### src/rtl/tlm_pkg.sv
package tlm_pkg;
    localparam int SAMP_W  = 24;
    localparam int STAT_W  = 8;
    localparam int STREAMS = 4;
    localparam int PAIRS   = 3;
    localparam int SEL_W   = 2;

    typedef struct packed {
        logic             conv_rst;
        logic             conv_spd;
        logic             dbl;
        logic [SEL_W-1:0] sel;
    } ctl_t;
endpackage

### src/rtl/tlm_ctl_reg.sv
module tlm_ctl_reg
    import tlm_pkg::*;
(
    input  logic                clk,
    input  logic                rst_n,
    input  logic                we,
    input  logic [$bits(ctl_t)-1:0] wdata,
    output ctl_t                ctl
);
    typedef struct packed {
        ctl_t r;
    } state_t;

    state_t d, q;

    always_comb begin
        d = q;
        if (we) begin
            d.r = ctl_t'(wdata);
        end
    end

    always_ff @(posedge clk) begin
        if (!rst_n) begin
            q <= '0;
        end else begin
            q <= d;
        end
    end

    assign ctl = q.r;
endmodule

### src/rtl/tlm_i2s_rx.sv
module tlm_i2s_rx #(
    parameter int SAMP_W = tlm_pkg::SAMP_W
) (
    input  logic              clk,
    input  logic              rst_n,
    input  logic              strb,
    input  logic              ws,
    input  logic              sd,
    output logic [SAMP_W-1:0] left,
    output logic [SAMP_W-1:0] right
);
    localparam int CNT_W = $clog2(SAMP_W + 1);

    typedef struct packed {
        logic              last_ws;
        logic              word_ws;
        logic [CNT_W-1:0]  cnt;
        logic [SAMP_W-1:0] sh;
        logic [SAMP_W-1:0] left;
        logic [SAMP_W-1:0] right;
    } state_t;

    state_t d, q;

    always_comb begin
        d = q;
        if (strb) begin
            d.last_ws = ws;
            if (ws != q.last_ws) begin
                // this bit still belongs to the previous word
                d.cnt     = '0;
                d.word_ws = ws;
            end else if (q.cnt < CNT_W'(SAMP_W)) begin
                d.sh  = {q.sh[SAMP_W-2:0], sd};
                d.cnt = q.cnt + 1'b1;
                if (q.cnt == CNT_W'(SAMP_W - 1)) begin
                    if (q.word_ws) begin
                        d.right = d.sh;
                    end else begin
                        d.left = d.sh;
                    end
                end
            end
        end
    end

    always_ff @(posedge clk) begin
        if (!rst_n) begin
            q.last_ws <= 1'b1;
            q.word_ws <= 1'b1;
            q.cnt     <= CNT_W'(SAMP_W);
            q.sh      <= '0;
            q.left    <= '0;
            q.right   <= '0;
        end else begin
            q <= d;
        end
    end

    assign left  = q.left;
    assign right = q.right;
endmodule

### src/rtl/tlm_serializer.sv
module tlm_serializer #(
    parameter int SAMP_W  = tlm_pkg::SAMP_W,
    parameter int STAT_W  = tlm_pkg::STAT_W,
    parameter int STREAMS = tlm_pkg::STREAMS
) (
    input  logic                             clk,
    input  logic                             rst_n,
    input  logic                             dbl,
    input  logic [STREAMS-1:0][SAMP_W-1:0]   left,
    input  logic [STREAMS-1:0][SAMP_W-1:0]   right,
    input  logic [2*STREAMS*STAT_W-1:0]      stat,
    output logic [1:0]                       sdo,
    output logic                             fsync
);
    localparam int SLOT_W   = SAMP_W + STAT_W;
    localparam int FRAME_W  = 2 * STREAMS * SLOT_W;
    localparam int POS_W    = $clog2(FRAME_W);
    localparam int BIT_W    = $clog2(SLOT_W);
    localparam int GRP_W    = $clog2(STREAMS);
    localparam logic [POS_W-1:0] LAST_POS = POS_W'(FRAME_W - 1);
    localparam logic [POS_W-1:0] MID_POS  = POS_W'(FRAME_W / 2 - 1);

    typedef struct packed {
        logic [POS_W-1:0]                   pos;
        logic [1:0][STREAMS-1:0][SLOT_W-1:0] grp;
        logic [1:0]                         sdo;
        logic                               fsync;
    } state_t;

    state_t d, q;
    logic [GRP_W-1:0] slot_i;
    logic [BIT_W-1:0] bidx;

    always_comb begin
        d = q;
        d.pos = q.pos + 1'b1;
        if (q.pos == LAST_POS || (dbl && q.pos == MID_POS)) begin
            for (int s = 0; s < STREAMS; s++) begin
                d.grp[0][s] = {left[s],  stat[(2*s)*STAT_W   +: STAT_W]};
                d.grp[1][s] = {right[s], stat[(2*s+1)*STAT_W +: STAT_W]};
            end
        end
        slot_i = d.pos[BIT_W +: GRP_W];
        bidx   = BIT_W'(SLOT_W - 1) - d.pos[BIT_W-1:0];
        for (int l = 0; l < 2; l++) begin
            d.sdo[l] = d.grp[l][slot_i][bidx];
        end
        d.fsync = (d.pos == '0);
    end

    always_ff @(posedge clk) begin
        if (!rst_n) begin
            q <= '0;
        end else begin
            q <= d;
        end
    end

    assign sdo   = q.sdo;
    assign fsync = q.fsync;
endmodule

### src/rtl/tdm_lane_merger.sv
module tdm_lane_merger
    import tlm_pkg::*;
#(
    parameter int SAMP_W  = tlm_pkg::SAMP_W,
    parameter int STAT_W  = tlm_pkg::STAT_W,
    parameter int STREAMS = tlm_pkg::STREAMS,
    parameter int PAIRS   = tlm_pkg::PAIRS
) (
    input  logic                          clk,
    input  logic                          rst_n,
    input  logic                          cfg_we,
    input  logic [$bits(ctl_t)-1:0]       cfg_wdata,
    input  logic                          i2s_strb,
    input  logic                          i2s_ws,
    input  logic [STREAMS-1:0]            i2s_sd,
    input  logic [2*STREAMS*STAT_W-1:0]   stat_in,
    output logic [2*PAIRS-1:0]            lane_sd,
    output logic [2*PAIRS-1:0]            lane_oe,
    output logic                          lane_fsync,
    output logic                          conv_rst,
    output logic                          conv_dbl,
    output logic                          conv_spd
);
    ctl_t                          ctl;
    logic [STREAMS-1:0][SAMP_W-1:0] left_w;
    logic [STREAMS-1:0][SAMP_W-1:0] right_w;
    logic [1:0]                    sdo;

    tlm_ctl_reg u_ctl (
        .clk   (clk),
        .rst_n (rst_n),
        .we    (cfg_we),
        .wdata (cfg_wdata),
        .ctl   (ctl)
    );

    for (genvar k = 0; k < STREAMS; k++) begin : g_rx
        tlm_i2s_rx #(.SAMP_W(SAMP_W)) u_rx (
            .clk   (clk),
            .rst_n (rst_n),
            .strb  (i2s_strb),
            .ws    (i2s_ws),
            .sd    (i2s_sd[k]),
            .left  (left_w[k]),
            .right (right_w[k])
        );
    end

    tlm_serializer #(
        .SAMP_W  (SAMP_W),
        .STAT_W  (STAT_W),
        .STREAMS (STREAMS)
    ) u_ser (
        .clk   (clk),
        .rst_n (rst_n),
        .dbl   (ctl.dbl),
        .left  (left_w),
        .right (right_w),
        .stat  (stat_in),
        .sdo   (sdo),
        .fsync (lane_fsync)
    );

    for (genvar p = 0; p < PAIRS; p++) begin : g_pair
        logic en;
        assign en             = (ctl.sel == SEL_W'(p + 1));
        assign lane_oe[2*p]   = en;
        assign lane_oe[2*p+1] = en;
        assign lane_sd[2*p]   = en & sdo[0];
        assign lane_sd[2*p+1] = en & sdo[1];
    end

    assign conv_rst = ctl.conv_rst;
    assign conv_dbl = ctl.dbl;
    assign conv_spd = ctl.conv_spd;
endmodule

### config.mk
export PLATFORM = sky130hd
export DESIGN_NAME = tdm_lane_merger
export DESIGN_NICKNAME = d
export VERILOG_FILES = /design/src/rtl/tlm_pkg.sv /design/src/rtl/tlm_ctl_reg.sv /design/src/rtl/tlm_i2s_rx.sv /design/src/rtl/tlm_serializer.sv /design/src/rtl/tdm_lane_merger.sv
export SDC_FILE = /design/constraint.sdc
export NUM_CORES = 1
export LEC_CHECK = 0
export BUFFER_PORTS_ARGS = -buffer_cell sky130_fd_sc_hd__buf_2
export CAP_MARGIN = 10
export CELL_PAD_IN_SITES_DETAIL_PLACEMENT = 1
export CELL_PAD_IN_SITES_GLOBAL_PLACEMENT = 1
export CORE_MARGIN = 2
export CORE_UTILIZATION = 35
export CTS_BUF_LIST = sky130_fd_sc_hd__clkbuf_16
export DETAILED_ROUTE_END_ITERATION = 10
export PLACE_DENSITY = 0.73
export SLEW_MARGIN = 10
export SYNTH_ARGS = -nofsm -noshare
export SYNTH_HDL_FRONTEND = slang
export SYNTH_SLANG_ARGS = --single-unit
### constraint.sdc
create_clock -name clk -period 3.2 [get_ports clk]
set_input_delay 0.8 -clock clk [delete_from_list [all_inputs] [get_ports clk]]
set_output_delay 0.8 -clock clk [all_outputs]
set_load 0.1 [all_outputs]
=== After elaboration in Yosys (flattened, before gate mapping) ===
Cells that the tools add are included.

* Add/subtract/negate cells: 6
* Order comparisons: 6
* Equality and inequality tests: 10
* Muxes and demuxes: 29
* Bitwise operators: 8
* Reductions and logical operators: 24

{| class="wikitable"
|+ Operator list
! operator !! count
|-
| two-way mux 77 bit || 4
|-
| two-way mux 256 bit || 1
|-
| two-way mux 24 bit || 8
|-
| two-way mux 48 bit || 4
|-
| binary-select mux 32 bit (select 2 bit) || 2
|-
| two-way mux 32 bit || 2
|-
| AND reduction 5 bit || 8
|-
| adder 5 x 1 -> 5 bit, second input constant || 4
|-
| == test 5 bit, second input constant || 4
|-
| < comparator 5 bit, second input constant || 4
|-
| two-way mux 5 bit || 4
|-
| AND reduction 3 bit || 4
|-
| binary-select mux 1 bit (select 5 bit) || 2
|-
| AND reduction 2 bit || 5
|-
| adder 8 x 1 -> 8 bit, second input constant || 1
|-
| == test 8 x 7 -> 1 bit, second input constant || 1
|-
| == test 8 bit, second input constant || 1
|-
| logical NOT 8 bit || 1
|-
| nonzero test 2 bit || 4
|-
| AND 1 bit || 6
|-
| < comparator 5 x 6 -> 1 bit, second input constant || 1
|-
| subtractor 5 bit, first input constant || 1
|-
| == test 2 bit, second input constant || 2
|-
| < comparator 2 x 3 -> 1 bit, second input constant || 1
|-
| other kinds (6) || 8
|}

* Register bits after elaboration: 582
* Input bits: 78
* Output and inout port bits: 16
* Logic and storage cells: 116

=== Logic depth before layout (Yosys ltp) ===
Gate-level depths: netlist of the first run.

* Depth after elaboration: 8
* Mapped depth: 14
* Gate-level depth less buffers: 9

=== Cells and area by module ===
Synthesis of the first run repeated with hierarchy kept, for this count alone.

* Cells, all modules: 2,864
* Area, all modules: 26,203.9 um2

{| class="wikitable"
|+ Modules (own cells, without submodules)
! module !! times used !! cells each !! area an instance (um2) !! seq. area each (um2)
|-
| tlm_i2s_rx || 4 || 324 || 3,255.6 || 1,561.5
|-
| tlm_serializer || 1 || 1,537 || 12,876.1 || 5,345.1
|-
| tlm_ctl_reg || 1 || 16 || 192.7 || 100.1
|-
| tdm_lane_merger || 1 || 15 || 112.6 || 0.0
|}

=== Least setup slack after synthesis of the first run ===
OpenSTA, ideal clock, no wires.

* Kind: register to register
* From: register u_ctl.q (netlist bit u_ctl.ctl[2])
* To: register u_ser.q (netlist bit u_ser.sdo[0])
* Library setup time: 130 ps
* Arrival time: 2,824 ps
* Required time: 3,070 ps
* Slack: 247 ps
* Cell stages (with the launch flop): 10
* Path buffers: 1
* Period minus slack after synthesis: 2,953 ps
* Path through: dfxtp_1 > o211a_2 > nand2_4 > buf_6 > mux2_1 > mux4_2 > a221oi_2 > o21ai_1 > o2111ai_1 > nand4_1

* Cells in the longest elaborated chain, start to end: 7

{| class="wikitable"
|+ Ends and longest elaborated chain
! item !! line !! RTL
|-
| start: declaration || tlm_ctl_reg.sv:14 || <nowiki>state_t d, q;</nowiki>
|-
| start signal: assignment || tlm_ctl_reg.sv:25 || <nowiki>q <= '0;</nowiki>
|-
| start signal: assignment || tlm_ctl_reg.sv:27 || <nowiki>q <= d;</nowiki>
|-
| logical AND 1 bit || tlm_serializer.sv:37 || <nowiki>if (q.pos == LAST_POS || (dbl && q.pos == MID_POS)) begin</nowiki>
|-
| logical OR 1 bit || tlm_serializer.sv:37 ||
|-
| two-way mux 256 bit || tlm_serializer.sv:37 ||
|-
| binary-select mux 32 bit (select 2 bit) || tlm_serializer.sv:46 || <nowiki>d.sdo[l] = d.grp[l][slot_i][bidx];</nowiki>
|-
| two-way mux 32 bit (implied by the code) || tlm_serializer.sv:46 ||
|-
| binary-select mux 1 bit (select 5 bit) || tlm_serializer.sv:46 ||
|-
| two-way mux 1 bit (implied by the code) || tlm_serializer.sv:46 ||
|-
| end signal: assignment || tlm_serializer.sv:53 || <nowiki>q <= '0;</nowiki>
|-
| end signal: assignment || tlm_serializer.sv:55 || <nowiki>q <= d;</nowiki>
|-
| end: declaration || tlm_serializer.sv:30 || <nowiki>state_t d, q;</nowiki>
|}

Every way passes these cells. The select of a mux whose other input is x is not followed.
A chain may end at the register's enable or synchronous reset.

=== Worst setup path in the final report of the first run ===
* From: register u_ser.q[260] (netlist bit)
* To: register u_ser.q (netlist bit u_ser.sdo[1])

* Cells in the longest elaborated chain, start to end: 8
* Elaborated cells between the ends (all ways): 11
* Classes of those cells: add/sub: 2; eq/ne: 2; mux: 5; reduce/logical: 2

{| class="wikitable"
|+ Ends and longest elaborated chain
! item !! line
|-
| branches (longest 6 deep; another with adder 8 x 1 -> 8 bit) || --
|-
| binary-select mux 1 bit (select 5 bit) * || tlm_serializer.sv:46
|-
| two-way mux 1 bit (implied by the code) * || tlm_serializer.sv:46
|}

Mark *: on every way between the ends. The select of a mux whose other input is x is not followed.

==> reports/results.txt, run 1 <==
status = complete, no violations
DP HPWL = 61600 um
slowest cell delay on critical path = 0.39 ns
YS warnings = 0
Comb pwr share = 0.051
Worst IR Drop VDD = 0.000416 V
Hold Path Origin = stat_in[56]
clock power share = 0.460
hold slack = 0.427 ns
Routed Antenna Nets = 0
final instance area = 28600 um2
I/O Buffers = 93
clk_skew = 0.0157 ns
total of max-cap violations = 0
fin crit period = 3.03 ns
GPL Wtd Cong = 0.946
Post-Place Cell Area = 26700 um2
initial core utilization = 0.352
Slew Viols, Final = 0
sequential power share = 0.489
required time worst endpoint = 3.70 ns
CP Buf/Inv Count = 3
Worst Path Arrival = 3.53 ns
register area = 11600 um2
Cells after Synth = 2946
# IOs = 94
worst-path fanout max = 55
mux share of post-synthesis cell area = 0.0722
final period utilization = 0.948
DRT Wirelength = 86700 um
Int Pwr = 11.3 mW
pin count of the biggest net entering global routing = 279
relative slew slack = 0.163
wire per inst = 21.8 um
quantity of hold-fixing buffers added after cts = 0
Worst Hold Class = input port to flip-flop
clock tree buffer depth = 3
H-Tree Depth = 2
post-synthesis compound-gate area fraction = 0.207
gr usage total = 0.232
CTS tree = built
die width = 271 um
Critical path origin = u_ser.q[260]$_SDFF_PN0_
Gates resized, CTS repair = 0
critical path capture point type = flip-flop
syn avg cell area = 8.50 um2
later-pin clock latency in the skew report = 0.64 ns
nets@finish = 3057
startpoint types = flip-flop
Final Hold Viols = 0
Area Overhead vs Synth = 14.1%
Reg clk slew, reported paths = 0.07 ns
Switching Share = 0.237
grt ovf = 0
P_sw = 3.52 mW
DR pass1 iterations = 5
1st-iter DRT viols = 1572
initial antenna violation count = 1
Critical-path top delay cell = o311ai_0
RSZ-0062 raised after global routing = false
FP Rows = 98
syn_nets = 3030
Post-Synth Simple-Gate Area = 0.213
Critical Path Most Common Cell = buf_4
Post-synth ARST share = 0
share of layout cells above drive strength 1 = 0.118
area of the multi-input gates = 12500 um2
ys flop type = dfxtp_1
P_leak = 9.83 nW
WS Path Type = flip-flop to flip-flop
largest family of logic cells by synthesized area = simple AND/OR/NAND/NOR gates
#FFs+latches synth = 578
Worst-Margin Slew = 1.26 ns
reg2reg start = u_ser.q[260]$_SDFF_PN0_
setup bufs post-CTS = 0
Top delay family on crit path = simple AND/OR/NAND/NOR gates
Synth Cell Area = 25000 um2
final setup fails = 0
global-route wire length before repair = 133000 um
die span in y = 271 um
pwr dens = 520 nW/um2
Via Count = 21300
Core Box Area = 71100 um2
number of CTS-inserted buffers = 61
Fmax = 0.330 GHz
number of global-route vias before repair = 22300
root buffer cell = clkbuf_16
Pwr Total = 14.9 mW
clock sink count = 578
post-synthesis adder-cell area fraction = 0.00300
EDFF count, synth = 0
area of the die = 73700 um2
Seq/Total Area, Yosys = 0.462
TNS Setup = 0 ns
CP cell instances = ha_1, and4_1, buf_4, nand2_8, buf_12, mux2i_1, nand2_1, a21oi_1, a2111oi_0, o311ai_0, buf_4, nand4_1
Avg Vias per Cell = 5.36
Post-Synth XOR/XNOR Area = 0.00245
DRC = 0
Unique masters post-synth = 83
Filler cells = 8384
[cell usage in the layout (no fill, tap or decap), types with 26 or more instances in the layout]
| master | netlist | final |
|---|---|---|
| a21oi_1 | 30 | 26 |
| mux4_2 | 30 | 30 |
| nor2_1 | 34 | 33 |
| nor2b_1 | 50 | 50 |
| dfxtp_1 | 578 | 578 |
| inv_1 | 9 | 27 |
| o21ai_0 | 52 | 52 |
| nand2_1 | 1051 | 1051 |
| and2_1 | 36 | 36 |
| mux2i_1 | 77 | 77 |
| buf_4 | 15 | 78 |
| buf_2 | 42 | 92 |
| a21boi_0 | 490 | 490 |
| clkbuf_16 | 0 | 61 |
| nand3_1 | 29 | 29 |
[cell type report]
| class | instances | area share |
|---|---|---|
| Timing Repair Buffer | 187 | 0.0483 |
| Sequential cell | 578 | 0.405 |
| Antenna cell | 2 | 0.000175 |
| Tap cell | 950 | 0.0416 |
| Clock buffer | 61 | 0.0534 |
| Multi-Input combinational cell | 2134 | 0.438 |
| Clock inverter | 49 | 0.0123 |
| Inverter | 11 | 0.00145 |
[per-layer routing]
layer  vias to the layer above  track usage  routed length (um)
met3                       154       0.0276                3730
met1                     10600        0.292               37500
met4                         0       0.0960                3460
li1                       9993            -                   -
met2                       487        0.401               42100
met5                         -            0                   0
[worst paths after layout]
kind	slack, ns	depth (start not counted)	to
worst max-delay path	0.17	12	u_ser.sdo[1]$_SDFF_PN0_
worst min-delay path	0.43	3	u_ser.q[227]$_SDFF_PN0_
worst max register to register	0.17	12	u_ser.sdo[1]$_SDFF_PN0_
worst min register to register	0.47	2	u_ser.q[68]$_SDFF_PN0_
[cell families after synthesis]
family,count (synthesis)
AO/OA/AOI/OAI,702
XOR/XNOR,7
flip-flops,578
buffers and inverters,234
adder cells (fa/ha/maj),6
multiplexers,139
AND/OR/NAND/NOR,1280
[state kept, by name, indices dropped and copies added, names as in the netlist]
signal / flops
g_rx.u_rx.left: 96
g_rx.u_rx.q: 114
g_rx.u_rx.right: 96
u_ctl.ctl: 5
u_ser.fsync: 1
u_ser.q: 264
u_ser.sdo: 2
[power by group through the flow]
| stage | logic [mW] | clock network, mW | registers, mW |
|---|---|---|---|
| 6_report | 0.755 | 6.84 | 7.27 |
| 5_1_grt | 0.799 | 7.26 | 7.27 |
| 4_1_cts | 0.747 | 6.96 | 7.27 |
| 3_5_place_dp | 0.743 | 0 | 7.43 |
| 3_3_place_gp | 0.736 | 0 | 7.42 |
| 2_1_floorplan | 0.449 | 0 | 7.43 |
[cells in the mapped netlist, drive strengths merged (6+ instances only)]
master	number	share of area
mux2	32	0.014
o211ai	12	0.0036
clkbuf	156	0.023
a2111oi	7	0.0024
and2	37	0.0092
a21boi	491	0.15
a41oi	7	0.0024
nor2b	50	0.012
o221ai	7	0.0024
nand3	31	0.0066
o22ai	6	0.0015
nand2	1053	0.16
o21ai	54	0.011
buf	67	0.016
mux4	30	0.027
ha	6	0.0030
mux2i	77	0.031
nor3	14	0.0034
a21oi	31	0.0066
inv	11	0.0016
and3	21	0.0052
o311ai	8	0.0028
a31oi	10	0.0025
nand4	8	0.0022
a211oi	11	0.0035
dfxtp	578	0.46
nor2	37	0.0060
[worst register-to-register path, cell delays in order, from the launching register on]
cell and delay, ns:
dfxtp_1 0.35, ha_1 0.21, and4_1 0.25, buf_4 0.17, nand2_8 0.25, buf_12 0.33, mux2i_1 0.32, nand2_1 0.09
a21oi_1 0.15, a2111oi_0 0.09, o311ai_0 0.39, buf_4 0.20, nand4_1 0.11
[per-stage QoR]
step | setup slack (ns) | utilization | instances
after global placement | 0.312 | 0.375 | 3860
after global routing | 0.000862 | 0.402 | 3970
after detailed placement | 0.220 | 0.375 | 3860
after floorplan | 0.247 | - | 2946
final | 0.168 | 0.402 | 3972
after CTS | 0.188 | 0.402 | 3970
No activity file was read; power rests on OpenSTA's default activity.
==> run 2, diff against run 1 <==
- CORE_ASPECT_RATIO: default -> 1.1
- PLACE_DENSITY: 0.73 -> default
- PLACE_DENSITY_LB_ADDON: default -> 0.25
==> run 2 against run 1 <==
  * Setup slack got worse by 0.032 ns
  * Hold slack improved by 0.0038 ns
  * Clock skew rose by 0.00076 ns
  * Cell count fell by 0.53%
  * Combinational power rose by 1%
  * Register-to-register slack got worse by 0.03 ns
  * First-iteration DRC count fell by 14%
  * Utilization rose by 0.25 points
  * Die area barely moved
  * Clock power fell by 0.6%
  * Global-route usage rose by 0.056 points
  * Highest routed layer unchanged
==> reports/results.txt, run 2 (synthesis results as in run 1) <==
CP cell instances = ha_1, and4_1, buf_4, nand2_8, mux2_1, mux4_2, a221oi_2, o21ai_1, o2111ai_1, nand4_1
CTS tree = built
clk_skew = 0.0165 ns (+0.000756 ns)
FP Rows = 102 (+4.1%)
I/O Buffers = 93 (unchanged)
Int Pwr = 11.3 mW (unchanged)
Pwr Total = 14.8 mW (-0.15%)
grt ovf = 0 (unchanged)
number of global-route vias before repair = 21600 (-2.8%)
CP Buf/Inv Count = 1 (-2)
share of layout cells above drive strength 1 = 0.118 (+0.000527)
later-pin clock latency in the skew report = 0.63 ns (about the same)
pre-CTS WS = 0.160 ns (-0.0602 ns)
relative slew slack = 0.218 (+0.0553)
commonest non-fill, non-tap cell in the layout = nand2_1
reg2reg start = u_ser.q[259]$_SDFF_PN0_
total of max-cap violations = 0 (unchanged)
DP HPWL = 62200 um (+0.86%)
# IOs = 94 (unchanged)
area of the die = 73700 um2 (about the same)
die span in y = 285 um (+4.8%)
Slew Viols, Final = 0 (unchanged)
slowest cell delay on critical path = 0.53 ns (+0.14 ns)
Core Box Area = 70600 um2 (-0.76%)
Via Count = 21000 (-1.3%)
sequential power share = 0.490 (about the same)
DRT Wirelength = 87100 um (+0.41%)
status = complete, no violations
die width = 259 um (-4.6%)
wire per inst = 22.0 um (+0.95%)
Comb pwr share = 0.052 (about the same)
Area Overhead vs Synth = 13.9%
Worst Path Arrival = 3.57 ns (+0.04 ns)
Placed Instances = 3844 (-0.41%)
DRC = 0 (unchanged)
final period utilization = 0.958 (+0.0101)
Finished Layout Cells = 3951 (-0.53%)
ANT cells = 0 (-2)
Setup WS post-layout = 0.135 ns (-0.0323 ns)
required time worst endpoint = 3.70 ns (about the same)
commonest cells after routing, fill and taps aside = nand2_1 (1051), dfxtp_1 (578), a21boi_0 (490)
RSZ-0062 raised after global routing = false
Top delay family on crit path = multiplexers
pwr dens = 520 nW/um2 (about the same)
pin count of the biggest net entering global routing = 233 (-16%)
fin crit period = 3.06 ns (+0.0323 ns)
P_leak = 9.80 nW (-0.29%)
Reg2Reg Setup Slack = 0.14 ns (-0.03 ns)
R2R depth = 10 (-2)
gr usage total = 0.232 (+0.000555)
number of CTS-inserted buffers = 60 (-1.6%)
hold slack = 0.431 ns (+0.00376 ns)
hold endpoint = u_ctl.ctl[2]$_SDFFE_PN0P_
P_sw = 3.50 mW (-0.64%)
final setup fails = 0 (unchanged)
root buffer cell = clkbuf_16
Critical Path Stages = 10 (-2)
Avg Vias per Cell = 5.32 (-0.74%)
Switching Share = 0.236 (-0.00115)
DR pass1 iterations = 5 (unchanged)
Fmax = 0.326 GHz (-1.1%)
worst-path fanout max = 32 (-42%)
Reg clk slew, reported paths = 0.06 ns (about the same)
GPL Wtd Cong = 0.932 (-1.5%)
1st-iter DRT viols = 1359 (-14%)
max reg flops = 264 (unchanged)
Routed Antenna Nets = 0 (unchanged)
Worst Hold Class = input port to flip-flop
clock sink count = 578 (unchanged)
critical path capture point type = flip-flop
Hold Path Stages = 3 (unchanged)
initial core utilization = 0.355 (+0.00271)
startpoint types = flip-flop
reg-to-reg endpoint = u_ser.sdo[0]$_SDFF_PN0_
quantity of hold-fixing buffers added after cts = 0 (unchanged)
Worst IR Drop VDD = 0.000441 V (+6.0%)
clock power share = 0.459 (about the same)
Worst-Margin Slew = 1.17 ns (-0.0829 ns)
Final Hold Viols = 0 (unchanged)
H-Tree Depth = 2 (unchanged)
initial antenna violation count = 2 (+1)
Critical-path top delay cell = mux4_2
TNS Setup = 0 ns (unchanged)
Regs by FF count = u_ser.q: 264 flops, g_rx.u_rx.q: 114 flops
nets@finish = 3054 (-0.098%)
Most flops, register = u_ser.q
setup bufs post-CTS = 0 (unchanged)
clock tree buffer depth = 3 (unchanged)
Hold Path Origin = cfg_wdata[2]
WS Path Type = flip-flop to flip-flop
global-route wire length before repair = 132000 um (-0.64%)
Gates resized, CTS repair = 0 (unchanged)
-- run 2: cell count changes in the layout (fill, tap and decap cells not counted), sizes merged --
cell	previous run	this run
buf	187	185
diode	2	0
inv	31	27
clkinvlp	2	3
-- run 2: area by class of cell --
type / instances / area [um2]
clock inverters: 46 / 344
multi-input cells: 2134 / 12500
flip-flops and latches: 578 / 11600
fillers: 8242 / 42000
repair buffers: 185 / 1350
inverters: 11 / 41.3
well taps: 936 / 1170
clock buffers: 61 / 1530
-- run 2: worst reg2reg max path: cells and delay by family, from the launching register on --
family	cells	cell delay, ns
AOI/OAI and AO/OA	3	0.58
adders and majority gates	1	0.20
buffers and inverters	1	0.17
DFF	1	0.41
muxes	2	0.95
and+or+nand+nor	3	0.62
-- run 2: power groups by stage --
stage	Combinational (mW)	Clock [mW]	Sequential, mW
5_1_grt	0.813	7.26	7.27
6_report	0.765	6.80	7.27
4_1_cts	0.760	6.94	7.27
2_1_floorplan	0.449	0	7.43
3_3_place_gp	0.749	0	7.42
3_5_place_dp	0.757	0	7.43
-- run 2: metal layers --
metal	up-vias	global-route usage	part of all wire	wire [um]
met5	-	0	0	0
met4	0	0.0884	0.038	3310
met3	140	0.0291	0.035	3010
met2	417	0.409	0.50	43300
met1	10500	0.287	0.43	37400
li1	9987	-	-	-
-- run 2: how the worst max path moves through the flow --
stage / from / to
floorplan: u_ctl.ctl[2]$_SDFFE_PN0P_ / u_ser.sdo[0]$_SDFF_PN0_
global placement: u_ser.q[259]$_SDFF_PN0_ / u_ser.sdo[0]$_SDFF_PN0_
detailed placement: u_ser.q[259]$_SDFF_PN0_ / u_ser.sdo[1]$_SDFF_PN0_
CTS: u_ser.q[259]$_SDFF_PN0_ / u_ser.sdo[1]$_SDFF_PN0_
global route: u_ser.q[259]$_SDFF_PN0_ / u_ser.sdo[1]$_SDFF_PN0_
finish: u_ser.q[259]$_SDFF_PN0_ / u_ser.sdo[0]$_SDFF_PN0_
-- run 2: metrics by stage --
stage                util  area [um2]
finish              0.404       28500
global route        0.404       28500
CTS                 0.404       28500
detailed placement  0.377       26600
global placement    0.377       26600
floorplan               -       25000
==> run 3, diff against run 2 <==
- clock period: 3.2 -> 2.55 ns (I/O delays scaled with it)
==> run 3 against run 2 <==
  * The run now ends with negative setup slack left
  * Register-to-register slack worse by 0.29 ns
  * Non-clock buffer count grew 116
  * Combinational power grew 39%
  * Via count up 3.7%
  * Global-route usage grew 1.3 points
  * Hold slack lost 0.18 ns
  * Sequential power is 25% higher
  * Design area increased by 5.9%
  * Power rose by 30%
  * Wire length is 4.6% higher
  * Setup slack worse by 0.29 ns
  * Die area unchanged
==> reports/results.txt, run 3 (synthesis results as in run 1) <==
Most flops, register = u_ser.q
later-pin clock latency in the skew report = 0.65 ns (+0.02 ns)
Routed Antenna Nets = 0 (unchanged)
slowest cell delay on critical path = 0.48 ns (-0.05 ns)
Worst IR Drop VDD = 0.000702 V (+59%)
Setup WS post-layout = -0.153 ns (-0.288 ns)
commonest non-fill, non-tap cell in the layout = nand2_1
CTS tree = built
worst-path fanout max = 7 (-78%)
P_leak = 10.7 nW (+8.7%)
Via Count = 21800 (+3.7%)
Avg Vias per Cell = 5.35 (+0.55%)
clk_skew = 0.0304 ns (+0.0139 ns)
required time worst endpoint = 3.06 ns (-0.64 ns)
critical path capture point type = flip-flop
Core Box Area = 70600 um2 (unchanged)
DR pass1 iterations = 5 (unchanged)
R2R depth = 12 (+2)
initial core utilization = 0.355 (unchanged)
Critical Path Stages = 12 (+2)
die width = 259 um (unchanged)
Worst-Margin Slew = 1.12 ns (-0.0491 ns)
CP Buf/Inv Count = 3 (+2)
Critical-path top delay cell = mux4_2
# IOs = 94 (unchanged)
I/O Buffers = 93 (unchanged)
CP cell instances = ha_4, and4_4, buf_6, nand2_8, buf_12, buf_8, mux2_4, mux4_2, mux2i_2, nor3_2, a211oi_2, nand4_1
Hold Path Origin = stat_in[63]
Regs by FF count = u_ser.q: 264 flops, g_rx.u_rx.q: 114 flops
pin count of the biggest net entering global routing = 243 (+4.3%)
pre-CTS WS = -0.433 ns (-0.593 ns)
Top delay family on crit path = multiplexers
total of max-cap violations = 0 (unchanged)
status = complete, but fails checks
Worst Hold Class = input port to flip-flop
Area Overhead vs Synth = 20.7%
Final Hold Viols = 0 (unchanged)
fin crit period = 2.70 ns (-0.362 ns)
final setup fails = 2 (+2)
clock tree buffer depth = 3 (unchanged)
max reg flops = 264 (unchanged)
Worst Path Arrival = 3.21 ns (-0.36 ns)
DP HPWL = 65000 um (+4.6%)
number of global-route vias before repair = 22500 (+4.2%)
failing checks = negative setup slack
initial antenna violation count = 1 (-1)
nets@finish = 3172 (+3.9%)
gr usage total = 0.245 (+0.0126)
Reg clk slew, reported paths = 0.06 ns (about the same)
share of layout cells above drive strength 1 = 0.165 (+0.0464)
Post-Route Utilization = 0.428 (+0.0240)
Hold Path Stages = 3 (unchanged)
DRC = 0 (unchanged)
Fmax = 0.370 GHz (+13%)
1st-iter DRT viols = 1481 (+9.0%)
clock sink count = 578 (unchanged)
FP Rows = 102 (unchanged)
root buffer cell = clkbuf_16
global-route wire length before repair = 138000 um (+4.5%)
H-Tree Depth = 2 (unchanged)
reg2reg start = u_ser.q[260]$_SDFF_PN0_
relative slew slack = 0.251 (+0.0327)
Critical path origin = u_ser.q[260]$_SDFF_PN0_
Slew Viols, Final = 0 (unchanged)
Pwr Total = 19.4 mW (+30%)
die span in y = 285 um (unchanged)
number of CTS-inserted buffers = 61 (+1.7%)
wire per inst = 22.4 um (+1.4%)
DRT Wirelength = 91100 um (+4.6%)
GPL Wtd Cong = 0.918 (-1.5%)
startpoint types = flip-flop
WS Path Type = flip-flop to flip-flop
area of the die = 73700 um2 (unchanged)
ANT cells = 0 (unchanged)
final period utilization = 1.06 (+0.102)
pwr dens = 641 nW/um2 (+23%)
commonest cells after routing, fill and taps aside = nand2_1 (1051), dfxtp_1 (574), a21boi_0 (490)
grt ovf = 0 (unchanged)
RSZ-0062 raised after global routing = true
-- run 3: cell types whose count changed in the layout (fill, tap and decap cells not counted), moves of 5 or more --
cell	delta
a2111oi_0	-5
buf_12	+21
buf_4	+77
buf_6	+14
clkinv_2	+5
mux2_4	+6
mux2i_1	-5
mux2i_2	+5
-- run 3: worst reg2reg max path, delay by kind of cell (launching register included) --
kind,cells,cell delay (ns)
flip-flops,1,0.36
buffers and inverters,3,0.41
AO/OA/AOI/OAI,1,0.22
adder cells (fa/ha/maj),1,0.14
multiplexers,3,0.96
AND/OR/NAND/NOR,4,0.48
-- run 3: path summary, 6_finish.rpt --
| path | end | slack (ns) |
|---|---|---|
| setup / recovery | u_ser.sdo[1]$_SDFF_PN0_ | -0.15 |
| hold / removal | u_ser.q[234]$_SDFF_PN0_ | 0.25 |
| setup reg to reg | u_ser.sdo[1]$_SDFF_PN0_ | -0.15 |
| hold reg to reg | u_ser.q[216]$_SDFF_PN0_ | 0.46 |
-- run 3: per-stage QoR --
stage / setup TNS (ns) / hold WS [ns] / instances / instance area [um2]
detailed placement: -4.12 / 0.460 / 3937 / 27600
finish: -0.239 / 0.249 / 4073 / 30200
global route: -0.396 / 0.243 / 4073 / 30200
floorplan: -0.00304 / 0.438 / 2946 / 25100
CTS: -0.179 / 0.227 / 4070 / 30100
global placement: -1.43 / 0.449 / 3937 / 27600
-- run 3: report_power, final --
part	total (mW)	internal, mW	switching [mW]
Clock	9.18	5.36	3.82
Combinational	1.06	0.426	0.639
Sequential	9.11	9.07	0.0479
Total	19.4	14.9	4.51
-- run 3: layout make-up --
class                   count  area [um2]
clock buffers              63        1580
clock inverters            49         464
fillers                  8197       40400
inverters                  11        41.3
multi-input cells        2135       12700
flip-flops and latches    578       11600
well taps                 936        1170
repair buffers            301        2660
-- run 3: per-layer routing --
metal  up-vias  share of wire  global-route usage
met5         -        0.00011                   0
met4         2          0.049               0.117
met1     10900           0.43               0.305
li1      10200              -                   -
met2       446           0.49               0.419
met3       168          0.036              0.0271
-- run 3: repair_timing --
| action | in CTS | in global routing |
|---|---|---|
| cloned | 4 | 1 |
| gates resized for setup | 55 | 21 |
| endpoints found under the setup margin | 7 | 25 |
| hold buffers | 0 | 0 |
| pin swaps | 22 | 8 |
| setup buffers | 17 | 1 |
